--- config.mk ---
export PLATFORM = sky130hd
export DESIGN_NAME = scsi_hostif
export DESIGN_NICKNAME = d
export VERILOG_FILES = /design/src/rtl/scsi_hostif_pkg.sv /design/src/rtl/hostif_decode.sv /design/src/rtl/hostif_fifo.sv /design/src/rtl/hostif_regs.sv /design/src/rtl/scsi_hostif.sv
export SDC_FILE = /design/constraint.sdc
export NUM_CORES = 1
export LEC_CHECK = 0
export ABC_AREA = 1
export CAP_MARGIN = 40
export CORE_MARGIN = 4
export CORE_UTILIZATION = 55
export CTS_CLUSTER_DIAMETER = 200
export DETAILED_ROUTE_END_ITERATION = 8
export HOLD_SLACK_MARGIN = 0.03
export PLACE_DENSITY = 0.77
export SLEW_MARGIN = 20
export SYNTH_ARGS = -nofsm -noshare
export SYNTH_HDL_FRONTEND = slang
export SYNTH_SLANG_ARGS = --single-unit
--- constraint.sdc ---
create_clock -name clk -period 3.5 [get_ports clk]
set_input_delay 0.525 -clock clk [delete_from_list [all_inputs] [get_ports clk]]
set_output_delay 0.525 -clock clk [all_outputs]
set_load 0.02 [all_outputs]
--- src/rtl/scsi_hostif_pkg.sv ---
package scsi_hostif_pkg;
  localparam int NREG = 16;
  localparam int IXW  = 4;

  localparam logic [IXW-1:0] IX_CNT_LO  = 4'd0;
  localparam logic [IXW-1:0] IX_CNT_MID = 4'd1;
  localparam logic [IXW-1:0] IX_FIFO    = 4'd2;
  localparam logic [IXW-1:0] IX_CMD     = 4'd3;
  localparam logic [IXW-1:0] IX_STAT    = 4'd4;
  localparam logic [IXW-1:0] IX_INTR    = 4'd5;
  localparam logic [IXW-1:0] IX_STEP    = 4'd6;
  localparam logic [IXW-1:0] IX_CFG1    = 4'd8;
  localparam logic [IXW-1:0] IX_CHIPID  = 4'd14;

  localparam int ST_IRQ     = 7;  // status bit: interrupt pending
  localparam int ST_TCZ     = 4;  // status bit: transfer count zero
  localparam int CMD_RELOAD = 7;  // command bit: reload count read copies

  localparam logic [7:0] STEP_ON_ACK = 8'h04;
  localparam logic [7:0] CFG1_INIT   = 8'h07;
  localparam logic [7:0] CHIPID_INIT = 8'h04;

  // Register index from a byte address and a stride.
  function automatic logic [IXW-1:0] reg_index(input logic [15:0] a, input logic [3:0] sh);
    logic [15:0] t;
    t = a >> sh;
    return t[IXW-1:0];
  endfunction

  // Registers whose read copy follows host writes directly.
  function automatic logic echoes_write(input logic [IXW-1:0] ix);
    return (ix == IX_CFG1) || (ix >= 4'd11);
  endfunction

  // Read-copy value after reset.
  function automatic logic [7:0] reset_value(input logic [IXW-1:0] ix);
    if (ix == IX_CFG1)   return CFG1_INIT;
    if (ix == IX_CHIPID) return CHIPID_INIT;
    return 8'h00;
  endfunction
endpackage

--- src/rtl/hostif_decode.sv ---
module hostif_decode
  import scsi_hostif_pkg::*;
#(
  parameter int AW = 8,
  parameter int SW = 2
) (
  input  logic [AW-1:0]  bus_addr,
  input  logic [SW-1:0]  addr_shift,
  input  logic           rd_stb,
  input  logic           wr_stb,
  output logic [IXW-1:0] idx,
  output logic           rd_ev,
  output logic           wr_ev
);
  assign idx   = reg_index(16'(bus_addr), 4'(addr_shift));
  assign rd_ev = rd_stb;
  assign wr_ev = wr_stb && !rd_stb;
endmodule

--- src/rtl/hostif_fifo.sv ---
module hostif_fifo #(
  parameter int DEPTH = 16
) (
  input  logic                       clk,
  input  logic                       rst_n,
  input  logic                       push_req,
  input  logic                       pop_req,
  input  logic [7:0]                 din,
  output logic [7:0]                 dout,
  output logic [$clog2(DEPTH+1)-1:0] cnt,
  output logic                       popped,
  output logic                       overrun
);
  localparam int PW    = $clog2(DEPTH);
  localparam int CW    = $clog2(DEPTH+1);
  localparam int LIMIT = DEPTH - 1;

  logic [DEPTH-1:0][7:0] mem_q;
  logic [PW-1:0]         rptr_q, wptr_q;
  logic [CW-1:0]         cnt_q, cnt_n;
  logic                  push_ok, pop_ok, ovr_q;

  assign push_ok = push_req && (cnt_q != CW'(LIMIT));
  assign pop_ok  = pop_req && (cnt_q != '0);
  assign cnt_n   = cnt_q + CW'(push_ok) - CW'(pop_ok);

  always_ff @(posedge clk) begin
    if (!rst_n) begin
      rptr_q <= '0;
      wptr_q <= '0;
      cnt_q  <= '0;
      ovr_q  <= 1'b0;
    end else begin
      ovr_q <= push_req && !push_ok;
      cnt_q <= cnt_n;
      if (cnt_n == '0) begin
        rptr_q <= '0;
        wptr_q <= '0;
      end else begin
        if (push_ok) wptr_q <= wptr_q + 1'b1;
        if (pop_ok)  rptr_q <= rptr_q + 1'b1;
      end
    end
  end

  for (genvar g = 0; g < DEPTH; g++) begin : g_slot
    always_ff @(posedge clk) begin
      if (!rst_n)                            mem_q[g] <= 8'h00;
      else if (push_ok && wptr_q == PW'(g))  mem_q[g] <= din;
    end
  end

  assign dout    = mem_q[rptr_q];
  assign cnt     = cnt_q;
  assign popped  = pop_ok;
  assign overrun = ovr_q;
endmodule

--- src/rtl/hostif_regs.sv ---
module hostif_regs
  import scsi_hostif_pkg::*;
(
  input  logic           clk,
  input  logic           rst_n,
  input  logic [IXW-1:0] idx,
  input  logic           rd_ev,
  input  logic           wr_ev,
  input  logic [7:0]     wdata,
  input  logic           pop_ev,
  input  logic [7:0]     fifo_dout,
  input  logic           upd_en,
  input  logic [6:0]     upd_status,
  input  logic [7:0]     upd_intr,
  input  logic [7:0]     upd_step,
  input  logic           upd_raise,
  output logic [7:0]     rdata,
  output logic           stat_irq,
  output logic           ack_ev,
  output logic           cmd_stb,
  output logic [7:0]     cmd_code
);
  logic [NREG-1:0][7:0] rd_q, rd_n;   // read copies
  logic [NREG-1:0][7:0] wr_q, wr_n;   // write copies
  logic [7:0]           rdata_q, cmd_code_q;
  logic                 cmd_stb_q;

  assign ack_ev = rd_ev && (idx == IX_INTR);

  always_comb begin
    rd_n = rd_q;
    wr_n = wr_q;
    if (wr_ev) begin
      wr_n[idx] = wdata;
      if (idx == IX_CNT_LO || idx == IX_CNT_MID) rd_n[IX_STAT][ST_TCZ] = 1'b0;
      if (idx == IX_CMD) begin
        rd_n[IX_CMD] = wdata;
        if (wdata[CMD_RELOAD]) begin
          rd_n[IX_CNT_LO]  = wr_q[IX_CNT_LO];
          rd_n[IX_CNT_MID] = wr_q[IX_CNT_MID];
        end
      end
      if (echoes_write(idx)) rd_n[idx] = wdata;
    end
    if (pop_ev) begin
      rd_n[IX_FIFO]         = fifo_dout;
      rd_n[IX_STAT][ST_IRQ] = 1'b1;
    end
    if (ack_ev) begin
      rd_n[IX_INTR]         = 8'h00;
      rd_n[IX_STAT][ST_TCZ] = 1'b0;
      rd_n[IX_STAT][ST_IRQ] = 1'b0;
      rd_n[IX_STEP]         = STEP_ON_ACK;
    end
    if (upd_en) begin
      rd_n[IX_STAT][6:0] = upd_status;
      if (upd_raise) rd_n[IX_STAT][ST_IRQ] = 1'b1;
      rd_n[IX_INTR] = upd_intr;
      rd_n[IX_STEP] = upd_step;
    end
  end

  always_ff @(posedge clk) begin
    if (!rst_n) begin
      for (int i = 0; i < NREG; i++) begin
        rd_q[i] <= reset_value(IXW'(i));
        wr_q[i] <= 8'h00;
      end
      rdata_q    <= 8'h00;
      cmd_stb_q  <= 1'b0;
      cmd_code_q <= 8'h00;
    end else begin
      rd_q <= rd_n;
      wr_q <= wr_n;
      if (rd_ev) rdata_q <= pop_ev ? fifo_dout : rd_q[idx];
      cmd_stb_q <= wr_ev && (idx == IX_CMD);
      if (wr_ev && idx == IX_CMD) cmd_code_q <= wdata;
    end
  end

  assign rdata    = rdata_q;
  assign stat_irq = rd_q[IX_STAT][ST_IRQ];
  assign cmd_stb  = cmd_stb_q;
  assign cmd_code = cmd_code_q;
endmodule

--- src/rtl/scsi_hostif.sv ---
module scsi_hostif
  import scsi_hostif_pkg::*;
#(
  parameter int AW         = 8,
  parameter int SW         = 2,
  parameter int FIFO_DEPTH = 16
) (
  input  logic          clk,
  input  logic          rst_n,
  input  logic [AW-1:0] bus_addr,
  input  logic [SW-1:0] addr_shift,
  input  logic          rd_stb,
  input  logic          wr_stb,
  input  logic [7:0]    wdata,
  output logic [7:0]    rdata,
  output logic          irq,
  output logic          fifo_overrun,
  output logic          cmd_stb,
  output logic [7:0]    cmd_code,
  input  logic          seq_upd,
  input  logic [6:0]    seq_status,
  input  logic [7:0]    seq_intr,
  input  logic [7:0]    seq_step,
  input  logic          seq_raise
);
  localparam int CW = $clog2(FIFO_DEPTH+1);

  logic [IXW-1:0] idx;
  logic           rd_ev, wr_ev, ev_pop, ev_ack, stat_irq;
  logic [7:0]     fifo_dout;
  logic [CW-1:0]  fifo_cnt;

  hostif_decode #(.AW(AW), .SW(SW)) u_dec (
    .bus_addr(bus_addr), .addr_shift(addr_shift),
    .rd_stb(rd_stb), .wr_stb(wr_stb),
    .idx(idx), .rd_ev(rd_ev), .wr_ev(wr_ev)
  );

  hostif_fifo #(.DEPTH(FIFO_DEPTH)) u_fifo (
    .clk(clk), .rst_n(rst_n),
    .push_req(wr_ev && idx == IX_FIFO),
    .pop_req(rd_ev && idx == IX_FIFO),
    .din(wdata), .dout(fifo_dout), .cnt(fifo_cnt),
    .popped(ev_pop), .overrun(fifo_overrun)
  );

  hostif_regs u_regs (
    .clk(clk), .rst_n(rst_n), .idx(idx), .rd_ev(rd_ev), .wr_ev(wr_ev),
    .wdata(wdata), .pop_ev(ev_pop), .fifo_dout(fifo_dout),
    .upd_en(seq_upd), .upd_status(seq_status), .upd_intr(seq_intr),
    .upd_step(seq_step), .upd_raise(seq_raise),
    .rdata(rdata), .stat_irq(stat_irq), .ack_ev(ev_ack),
    .cmd_stb(cmd_stb), .cmd_code(cmd_code)
  );

  assign irq = stat_irq;
endmodule

==> results of run 1 <==
where the power goes:
group          internal [uW]  switching (uW)
combinational            234             455
clock                   2000            1360
sequential              3540            40.6
total                   5780            1860
metrics by stage:
stage	TNS (ns)	hold slack, ns
after floorplan	0	0.407
after global placement	-1.55	0.413
after detailed placement	-2.95	0.417
after CTS	0	0.426
after global routing	0	0.437
final	0	0.426
state kept, by name, summed over array words and instances (netlist names), named ones only:
| name | cells |
|---|---|
| u_regs.stat_irq | 1 |
| u_regs.rdata | 8 |
| u_fifo.cnt | 5 |
| u_fifo.overrun | 1 |
| u_fifo.rptr_q | 4 |
| u_regs.cmd_stb | 1 |
| u_fifo.wptr_q | 4 |
| u_fifo.mem_q | 128 |
| u_regs.rd_q | 119 |
| u_regs.wr_q | 16 |
| u_regs.cmd_code | 8 |
metal layers:
| metal | vias up | wire, um |
|---|---|---|
| met3 | 123 | 2780 |
| met4 | 0 | 1740 |
| li1 | 6659 | - |
| met1 | 6291 | 16300 |
| met5 | - | 0 |
| met2 | 511 | 18700 |
kinds of logic after synthesis:
logic type	after synthesis	synth area share [%]
AOI/OAI and AO/OA	473	17.7
xor gates and xnor gates	4	0.253
adders and majority gates	12	1.14
buffers and inverters	245	7.51
DFF	303	44.9
and+or+nand+nor	953	28.4
repair_timing:
action / 4_1_cts / 5_1_grt
resized for setup: 0 / 2
setup endpoints to repair: 0 / 8
setup buffers: 0 / 0
area by class of cell:
cell class                      count  area, um2
Clock buffer                       48        951
Clock inverter                      8       96.3
Fill cell                        2148       8460
Inverter                          111        420
Multi-Input combinational cell   1442       6600
Sequential cell                   303       6230
Tap cell                          324        405
Timing Repair Buffer              153       1370
final timing paths:
kind / endpoint / slack [ns] / depth (start not counted)
worst min register to register: u_regs.rd_q[58] / 0.43 / 2
worst min-delay path: u_regs.rd_q[58] / 0.43 / 2
worst max register to register: u_fifo.rptr_q[3] / 0.46 / 19
worst max-delay path: u_fifo.rptr_q[3] / 0.38 / 21
critical path, cell delays in order:
cell and delay (ns):
clkdlybuf4s50_1 0.51, nand2_1 0.08, nand2_2 0.12, inv_2 0.05
o21ai_4 0.13, nand2_2 0.10, nor3_4 0.15, inv_2 0.05
nor2_1 0.12, inv_1 0.07, nand2_1 0.06, ha_1 0.16
inv_1 0.05, fa_1 0.40, o21ai_0 0.19, a21oi_1 0.11
xnor2_1 0.16, a21oi_2 0.28, buf_4 0.17, nand2_1 0.05
nor2_1 0.07
synthesized netlist by cell type (9+ instances only):
| cell type | count | area [um2] |
|---|---|---|
| buf_2 | 16 | 80.1 |
| buf_6 | 12 | 135 |
| o21ai_0 | 172 | 861 |
| nand2_1 | 595 | 2230 |
| ha_1 | 11 | 138 |
| inv_1 | 98 | 368 |
| a31oi_1 | 13 | 81.3 |
| nand3_1 | 211 | 1060 |
| buf_1 | 13 | 48.8 |
| edfxtp_1 | 16 | 480 |
| dfxtp_1 | 287 | 5750 |
| inv_2 | 9 | 33.8 |
| o211ai_1 | 11 | 82.6 |
| a21oi_1 | 267 | 1340 |
| nor2_1 | 123 | 462 |
| clkbuf_1 | 90 | 338 |
| nand4_1 | 9 | 56.3 |
==> results by group, run 1 <==
Run status
  – Status: finished, final reports clean

CTS
  – Clk slew on worst S/H paths: 0.06 ns
  – Clk root buf: clkbuf_16
  – Hold buffer count at CTS: 0
  – Clock tree from TritonCTS: built
  – Skew-Pair Late Insertion Delay: between 0.5 and 0.6 ns
  – Clock Path Buffers: 3
  – Htree depth: 1
  – Clock Sinks: 303
  – Num CTS Buffers: 31

Setup path
  – Crit-path max FO: 7
  – Crit Path Class: input port to flop
  – Critical Path Start Type: input port
  – WP data required: around 4 ns
  – Setup crit start: bus_addr[4]
  – Crit path arrival time: 3.61 ns
  – CP Capture Type: flop
  – Reg2reg start: u_fifo.cnt[2]

Power and ir drop
  – Leak Pwr: 0.00654 uW
  – Power per Cell Area: roughly 480 mW/mm2
  – Total power: 7640 uW
  – VDD IR max: 0.000387 V

Placed design
  – Placed cell areas: around 0.015 mm2
  – Dpl ws: -0.410 ns
  – GP Congestion: 0.884
  – Placed insts: between 2000 and 2500
  – HPWL Detailed: between 20000 and 30000 um
  – Port Buffers: 64

Timing
  – Crit path time final: slightly above 3 ns
  – Achievable Freq: 321 MHz
  – Worst-Margin Slew: 0.788 ns
  – Final Worst Setup Slack: 0.383 ns
  – Slew Viols, Final: 0
  – Clock Skew: 0.0126 ns
  – Final Cycle Share: 89.1%
  – Slew margin rel.: 47.5%
  – Final setup fails: 0
  – Final hold violation count: 0
  – RSZ-0062 raised after global routing: false

Synth
  – Avg Cell Area, Syn: a little under 7 um2
  – Synth warnings: 0
  – Syn Inst Count: 1990
  – Yosys cell types: 35
  – Ys flop type: dfxtp_1
  – Syn Std Cell Area: 0.0139 mm2
  – Syn Nets: 2049
  – #FFs+latches synth: about 300
  – Async set-reset flop share out of synthesis: 0%
  – Seq/Total Area, Yosys: 44.9%
  – EDFF count, synth: 16

Global route
  – Busiest metal layer after global routing: met2
  – First-pass GRT wire length: ~64000 um
  – Global-route track usage on met1: 36.2%
  – GR Overflow Total: 0
  – Pin count of the biggest net entering global routing: 120
  – Number of global-route vias before repair: 12600
  – Met2 Use GR: 46.0%
  – M3 GR Usage: 3.51%
  – Antenna violations before repair: 0
  – GRT Resource Usage Total: a little over a quarter

Hold path
  – Hold WC Path Type: flop to flop
  – Min-delay src: u_regs.rd_q[58]

Floorplan
  – Die ar.: 0.0278 mm2
  – Chip height: 167 um
  – Core ar.: 0.0245 mm2
  – Io pins: 66
  – Row count: 57
  – Initial core utilization: 56.5%
  – Die width: ~170 um

Drt
  – Pre-Repair DR Iteration Count: 6
  – DR iter-0 viols: about 1400
  – Per-cell routed wire length: approximately 17 um
  – Final WL: 39600 um
  – DRC: 0
  – Vias: between 10000 and 15000
  – ANT nets after route: 0
  – Via/cell ratio: 5.69

Job
  – Max cap viols: 0

Layout
  – Final core occ: 65.5%
  – Synthesis-to-finish area growth: 16.0%
  – Finished Layout Cells: 2389
  – Fin nets: 2101
  – Most frequent cells in the layout: nand2_1, dfxtp_1, a21oi_1
  – Antenna Cells: 0
  – Share of post-route cells with drive strength above 1: 8.09%
  – Most common cell after layout, fill and taps aside: nand2_1
  – Design area: 0.0161 mm2
No activity file was read; power rests on OpenSTA's default activity.
==> run 2, diff against run 1 <==
RECOVER_POWER = 25   (was unset)
REMOVE_ABC_BUFFERS = 1   (was unset)
==> results by group, run 2 (synthesized netlist as in run 1, its figures left out) <==
Job
  – Max cap viols: 0 (unchanged)

Setup path
  – Critical Path Start Type: input port
  – Crit path arrival time: 3.64 ns (+0.03 ns)
  – Setup crit start: addr_shift[1]
  – Crit Path Class: input port to flop
  – Reg2reg setup slack: 0.44 ns (-0.02 ns)
  – WP data required: 3.87 ns (-0.13 ns)
  – Reg2reg start: u_fifo.cnt[2]
  – FF-to-FF End: u_fifo.rptr_q[1]
  – CP Capture Type: flop
  – Crit path to: u_fifo.rptr_q[1]
  – Crit-path max FO: 8 (+1)
  – R2R depth: 19 (unchanged)

Power and ir drop
  – Internal: 6040 uW (+4.6%)
  – Leak Pwr: 0.00665 uW (+1.6%)
  – VDD IR max: 0.000452 V (+17%)
  – Net Sw Power: 1940 uW (+4.1%)
  – Reg power frac: 44.9% (-2.0 points)
  – Combinational share of power: 9.0% (about the same)
  – Switching part of the total: 24.3% (-0.095 points)
  – Clock power share: 46.2% (+2.1 points)
  – Power per Cell Area: 494 mW/mm2 (+3.9%)

Layout
  – Most frequent cells in the layout: nand2_1, dfxtp_1, a21oi_1
  – Register area: 0.00623 mm2 (unchanged)
  – Final core occ: 65.9% (+0.36 points)
  – Antenna Cells: 0 (unchanged)
  – Finished Layout Cells: 2402 (+0.54%)
  – Largest register FFs: 128 (unchanged)
  – Most flops, register: u_fifo.mem_q
  – Most common cell after layout, fill and taps aside: nand2_1
  – Share of post-route cells with drive strength above 1: 8.18% (+0.094 points)
  – Multi-input logic area: 0.00658 mm2 (-0.36%)
  – Synthesis-to-finish area growth: 16.7%
  – Fill cell count: 2193 (+2.1%)
  – Top flop regs: u_fifo.mem_q (128), u_regs.rd_q (119), u_regs.wr_q (16)
  – Fin nets: 2112 (+0.52%)

Timing
  – RSZ-0062 raised after global routing: false
  – Final hold violation count: 0 (unchanged)
  – Worst-Margin Slew: 1.35 ns (+0.559 ns)
  – Clock Skew: 0.0177 ns (+0.00509 ns)
  – Crit path time final: 3.27 ns (+0.152 ns)
  – Setup TNS: 0 ns (unchanged)
  – Achievable Freq: 306 MHz (-4.6%)
  – Slew Viols, Final: 0 (unchanged)
  – Slew margin rel.: 10.2% (-37 points)
  – Final Cycle Share: 93.4% (+4.3 points)
  – Worst hold margin: 0.424 ns (-0.00213 ns)
  – Final setup fails: 0 (unchanged)
  – Final Worst Setup Slack: 0.231 ns (-0.152 ns)

Global route
  – GRT Resource Usage Total: 28.9% (+1.6 points)
  – First-pass GRT wire length: 67300 um (+4.7%)
  – Number of global-route vias before repair: 13100 (+3.6%)
  – Pin count of the biggest net entering global routing: 97 (-19%)
  – Antenna violations before repair: 0 (unchanged)
  – GR Overflow Total: 0 (unchanged)

Drt
  – ANT nets after route: 0 (unchanged)
  – Vias: 13900 (+2.1%)
  – Final WL: 41800 um (+5.6%)
  – DR WL met2: 19100 um (+2.0%)
  – Met3 wire length: 3790 um (+36%)
  – Met1 wire length: 17200 um (+5.2%)
  – DR iter-0 viols: 1509 (+7.5%)
  – Top sig layer: met4
  – Per-cell routed wire length: 17.4 um (+5.0%)
  – Pre-Repair DR Iteration Count: 6 (unchanged)
  – DRC: 0 (unchanged)
  – Via/cell ratio: 5.77 (+1.5%)

Floorplan
  – Core ar.: 0.0245 mm2 (unchanged)
  – Chip height: 167 um (unchanged)
  – Io pins: 66 (unchanged)
  – Die width: 167 um (unchanged)
  – Initial core utilization: 56.5% (unchanged)
  – Row count: 57 (unchanged)
  – Die ar.: 0.0278 mm2 (unchanged)

CTS
  – Clk root buf: clkbuf_16
  – Htree depth: 2 (+1)
  – Num CTS Buffers: 34 (+9.7%)
  – Clock tree from TritonCTS: built
  – Hold buffer count at CTS: 0 (unchanged)
  – Clk slew on worst S/H paths: 0.06 ns (about the same)
  – Skew-Pair Late Insertion Delay: 0.52 ns (-0.04 ns)
  – Clock Sinks: 303 (unchanged)
  – Clock Path Buffers: 3 (unchanged)

Placed design
  – Port Buffers: 64 (unchanged)
  – HPWL Detailed: 27000 um (+7.6%)
  – Placed insts: 2338 (+0.34%)
  – GP Congestion: 0.904 (+2.2%)
  – Dpl ws: -0.329 ns (+0.0813 ns)

Hold path
  – Min-delay src: u_regs.rd_q[60]
  – Hold WC Path Type: flop to flop
  – Hold path cells: 2 (unchanged)

Run status
  – Status: finished, final reports clean
[run 2: what timing repair did]
action | in CTS | in global routing
setup endpoints to repair | 0 | 8
gates resized for setup | 0 | 1
buffers inserted | 0 | 1
[run 2: worst min path at each step]
stage	to	slack, ns
after floorplan	u_regs.rd_q[80]	0.41
after global placement	u_regs.rd_q[80]	0.41
after detailed placement	u_regs.rd_q[60]	0.42
after CTS	u_regs.rd_q[60]	0.43
after global routing	u_regs.rd_q[61]	0.44
final	u_regs.rd_q[60]	0.42
[run 2: worst max-delay path, cell delays in order]
cell	delay (ns)
clkdlybuf4s50_1	0.54
inv_2	0.16
nand3_1	0.11
nand2_1	0.10
nand2_2	0.09
clkbuf_4	0.15
nor2_1	0.21
nand3_4	0.11
clkinv_2	0.07
ha_1	0.16
inv_1	0.05
fa_1	0.40
o21ai_0	0.19
a21oi_1	0.12
xnor2_1	0.23
a21oi_1	0.10
buf_4	0.20
o21ai_0	0.07
a21oi_1	0.06
[run 2: area by class of cell]
| class | instances | share of cell area (%) |
|---|---|---|
| clock buffers | 50 | 6.34 |
| clock inverters | 11 | 0.844 |
| inverters | 111 | 2.60 |
| multi-input cells | 1442 | 40.7 |
| flip-flops and latches | 303 | 38.5 |
| well taps | 324 | 2.51 |
| repair buffers | 161 | 8.48 |
[run 2: per-layer routing]
| metal | GRT usage (%) | up-vias |
|---|---|---|
| li1 | - | 6665 |
| met1 | 38.6 | 6381 |
| met2 | 46.3 | 690 |
| met3 | 5.24 | 129 |
| met4 | 12.7 | 0 |
| met5 | 0 | - |
[run 2: stage by stage]
step | total power (uW) | cell area (um2)
floorplan | 4000 | 13200
global placement | 4330 | 15000
detailed placement | 4340 | 15000
CTS | 7980 | 16200
global route | 8220 | 16200
finish | 7980 | 16200
[run 2: power by group through the flow]
stage	combinational [uW]	sequential (uW)	clock (uW)
detailed placement	687	3650	0
finish	715	3580	3680
CTS	692	3580	3710
global placement	675	3650	0
global route	773	3580	3870
floorplan	342	3650	0
==> run 3, diff against run 2 <==
ABC_AREA = unset   (was 1)
PLACE_DENSITY = 0.81   (was 0.77)
SETUP_SLACK_MARGIN = 0.2   (was unset)
==> results by group, run 3 <==
Floorplan
  – Die ar.: 0.0290 mm2 (+4.2%)
  – Chip height: 170 um (+2.1%)
  – Core ar.: 0.0260 mm2 (+5.9%)
  – Die width: 170 um (+2.1%)
  – Io pins: 66 (unchanged)
  – Row count: 59 (+3.5%)
  – Initial core utilization: 55.7% (-0.78 points)

CTS
  – Clock Path Buffers: 3 (unchanged)
  – Clock tree from TritonCTS: built
  – Hold buffer count at CTS: 0 (unchanged)
  – Skew-Pair Late Insertion Delay: 0.55 ns (+0.03 ns)
  – Num CTS Buffers: 30 (-12%)
  – Clk root buf: clkbuf_16
  – Clk slew on worst S/H paths: 0.06 ns (about the same)
  – Htree depth: 1 (-1)
  – Clock Sinks: 303 (unchanged)

Setup path
  – Crit Path Class: input port to flop
  – Critical Path Start Type: input port
  – CP Capture Type: flop
  – FF-to-FF End: u_fifo.rptr_q[0]
  – Crit path arrival time: 3.71 ns (+0.07 ns)
  – WP data required: 3.98 ns (+0.11 ns)
  – Crit-path max FO: 8 (unchanged)
  – Reg2reg setup slack: 0.45 ns (about the same)
  – Reg2reg start: u_fifo.cnt[3]
  – R2R depth: 16 (-3)

Synth
  – Most frequent cell after synthesis: dfxtp_1
  – Ys flop type: dfxtp_1
  – Synth warnings: 0 (unchanged)
  – EDFF count, synth: 16 (unchanged)
  – Synth top area cells: dfxtp_1, mux2i_1, nor2b_1
  – Async set-reset flop share out of synthesis: 0% (unchanged)
  – #FFs+latches synth: 303 (unchanged)
  – Cell taking the most area after synthesis: dfxtp_1
  – Syn Std Cell Area: 0.0145 mm2 (+4.5%)
  – Syn Inst Count: 1376 (-31%)
  – Yosys cell types: 64 (+83%)
  – Seq/Total Area, Yosys: 43.0% (-1.9 points)
  – Synth cell count leaders: dfxtp_1, mux2i_1, nor2b_1
  – Post-synth top area share: 39.7% (-1.8 points)
  – Avg Cell Area, Syn: 10.5 um2 (+51%)

Layout
  – Synthesis-to-finish area growth: 15.4%
  – Finished Layout Cells: 1788 (-26%)
  – Fin nets: 1489 (-29%)
  – Top flop regs: u_fifo.mem_q (128), u_regs.rd_q (119), u_regs.wr_q (16)
  – Most common cell after layout, fill and taps aside: dfxtp_1
  – Most flops, register: u_fifo.mem_q
  – Antenna Cells: 0 (unchanged)
  – Final core occ: 64.3% (-1.6 points)
  – Share of post-route cells with drive strength above 1: 13.7% (+5.5 points)
  – Largest register FFs: 128 (unchanged)
  – Most frequent cells in the layout: dfxtp_1, mux2i_1, nor2b_1

Run status
  – Failing checks: max-capacitance violations, max-slew violations
  – Status: finished with violations

Timing
  – Slew margin rel.: -51.6% (-62 points)
  – Worst hold margin: 0.446 ns (+0.0219 ns)
  – Final Cycle Share: 92.3% (-1.1 points)
  – Final setup fails: 0 (unchanged)
  – Final hold violation count: 0 (unchanged)
  – RSZ-0062 raised after global routing: false
  – Worst-Margin Slew: 2.27 ns (+0.926 ns)
  – Setup TNS: 0 ns (unchanged)
  – Crit path time final: 3.23 ns (-0.0395 ns)
  – Achievable Freq: 310 MHz (+1.2%)
  – Clock Skew: 0.0115 ns (-0.00622 ns)
  – Slew Viols, Final: 68 (+68)

Power and ir drop
  – VDD IR max: 0.000399 V (-12%)
  – Total power: 7730 uW (-3.1%)
  – Net Sw Power: 1810 uW (-6.5%)
  – Reg power frac: 46.2% (+1.3 points)
  – Power per Cell Area: 463 mW/mm2 (-6.2%)
  – Combinational share of power: 10.4% (+1.4 points)
  – Leak Pwr: 0.00700 uW (+5.4%)
  – Switching part of the total: 23.4% (-0.87 points)
  – Internal: 5920 uW (-2.0%)
  – Clock power share: 43.4% (-2.8 points)

Placed design
  – Placed insts: 1730 (-26%)
  – Port Buffers: 64 (unchanged)
  – HPWL Detailed: 22400 um (-17%)
  – GP Congestion: 0.879 (-2.8%)

Drt
  – ANT nets after route: 0 (unchanged)
  – Per-cell routed wire length: 18.9 um (+8.5%)
  – Final WL: 33800 um (-19%)
  – DRC: 0 (unchanged)
  – Via/cell ratio: 5.64 (-2.3%)
  – Vias: 10100 (-27%)
  – DR iter-0 viols: 773 (-49%)
  – Pre-Repair DR Iteration Count: 5 (-1)

Hold path
  – Hold path cells: 2 (unchanged)
  – Hold WC Path Type: input port to flop
  – Min-delay src: rst_n
  – Hold Path End: u_fifo.mem_q[64]

Global route
  – GRT Resource Usage Total: 22.7% (-6.3 points)
  – Antenna violations before repair: 0 (unchanged)
  – First-pass GRT wire length: 53700 um (-20%)
  – GR Overflow Total: 0 (unchanged)
  – Number of global-route vias before repair: 10100 (-23%)
  – Pin count of the biggest net entering global routing: 136 (+40%)

Job
  – Max cap viols: 1 (+1)
-- run 3: metal layers --
layer	vias up	wire [um]	track usage (%)	part of all wire, %
met5	-	0	0	0
met4	0	790	6.11	2.3
met3	55	1770	2.97	5.3
met2	235	16100	38.2	48
met1	4887	15100	31.0	45
li1	4910	-	-	-
-- run 3: cell type report --
type	count	area [um2]
clock buffers	44	885
clock inverters	11	161
fillers	2044	9280
inverters	26	97.6
multi-input cells	931	7680
flip-flops and latches	303	6230
well taps	335	419
repair buffers	138	1230
-- run 3: what timing repair did --
action | CTS | global route
resized for setup | 3 | 18
pin swaps | 2 | 8
endpoints found under the setup margin | 8 | 8
buffers inserted | 0 | 2
-- run 3: stage by stage --
step / instance area (um2) / worst slack, ns
after floorplan: 14000 / -0.697
after global placement: 15600 / -0.410
after detailed placement: 15600 / -0.501
after CTS: 16700 / 0.210
after global routing: 16700 / 0.0804
final: 16700 / 0.270
-- run 3: logic make-up after synthesis --
logic type | synth area share (%)
compound gates | 8.12
xor+xnor | 0.666
fa+ha+maj | 1.09
buf+inv | 4.15
flops | 43.0
mux | 25.0
simple gates | 18.0
-- run 3: worst max-delay path by stage --
stage / from / to / slack, ns / cells past startpoint
3_3_place_gp: addr_shift[1] / u_fifo.rptr_q[0] / -0.41 / 17
4_1_cts: bus_addr[2] / u_fifo.wptr_q[0] / 0.21 / 16
6_report: bus_addr[4] / u_fifo.rptr_q[0] / 0.27 / 16
3_5_place_dp: addr_shift[1] / u_fifo.rptr_q[1] / -0.50 / 16
2_1_floorplan: addr_shift[0] / u_fifo.rptr_q[0] / -0.70 / 11
5_1_grt: bus_addr[4] / u_fifo.rptr_q[0] / 0.08 / 17
-- run 3: power groups by stage --
stage	combinational [uW]	clock, uW	sequential (uW)
final	803	3360	3570
after global routing	866	3560	3570
after CTS	766	3420	3570
after detailed placement	762	0	3650
after global placement	752	0	3640
after floorplan	391	0	3650
-- run 3: worst max-delay path: stages --
cell,delay [ns]
clkdlybuf4s50_1,0.49
mux2_4,0.30
a211o_1,0.28
a2111oi_4,0.38
nand2b_1,0.12
nand2_1,0.08
ha_2,0.18
inv_2,0.04
fa_2,0.36
inv_1,0.09
a21oi_2,0.06
o21bai_1,0.17
xnor2_1,0.16
o21ai_1,0.10
buf_6,0.28
nor2_1,0.10
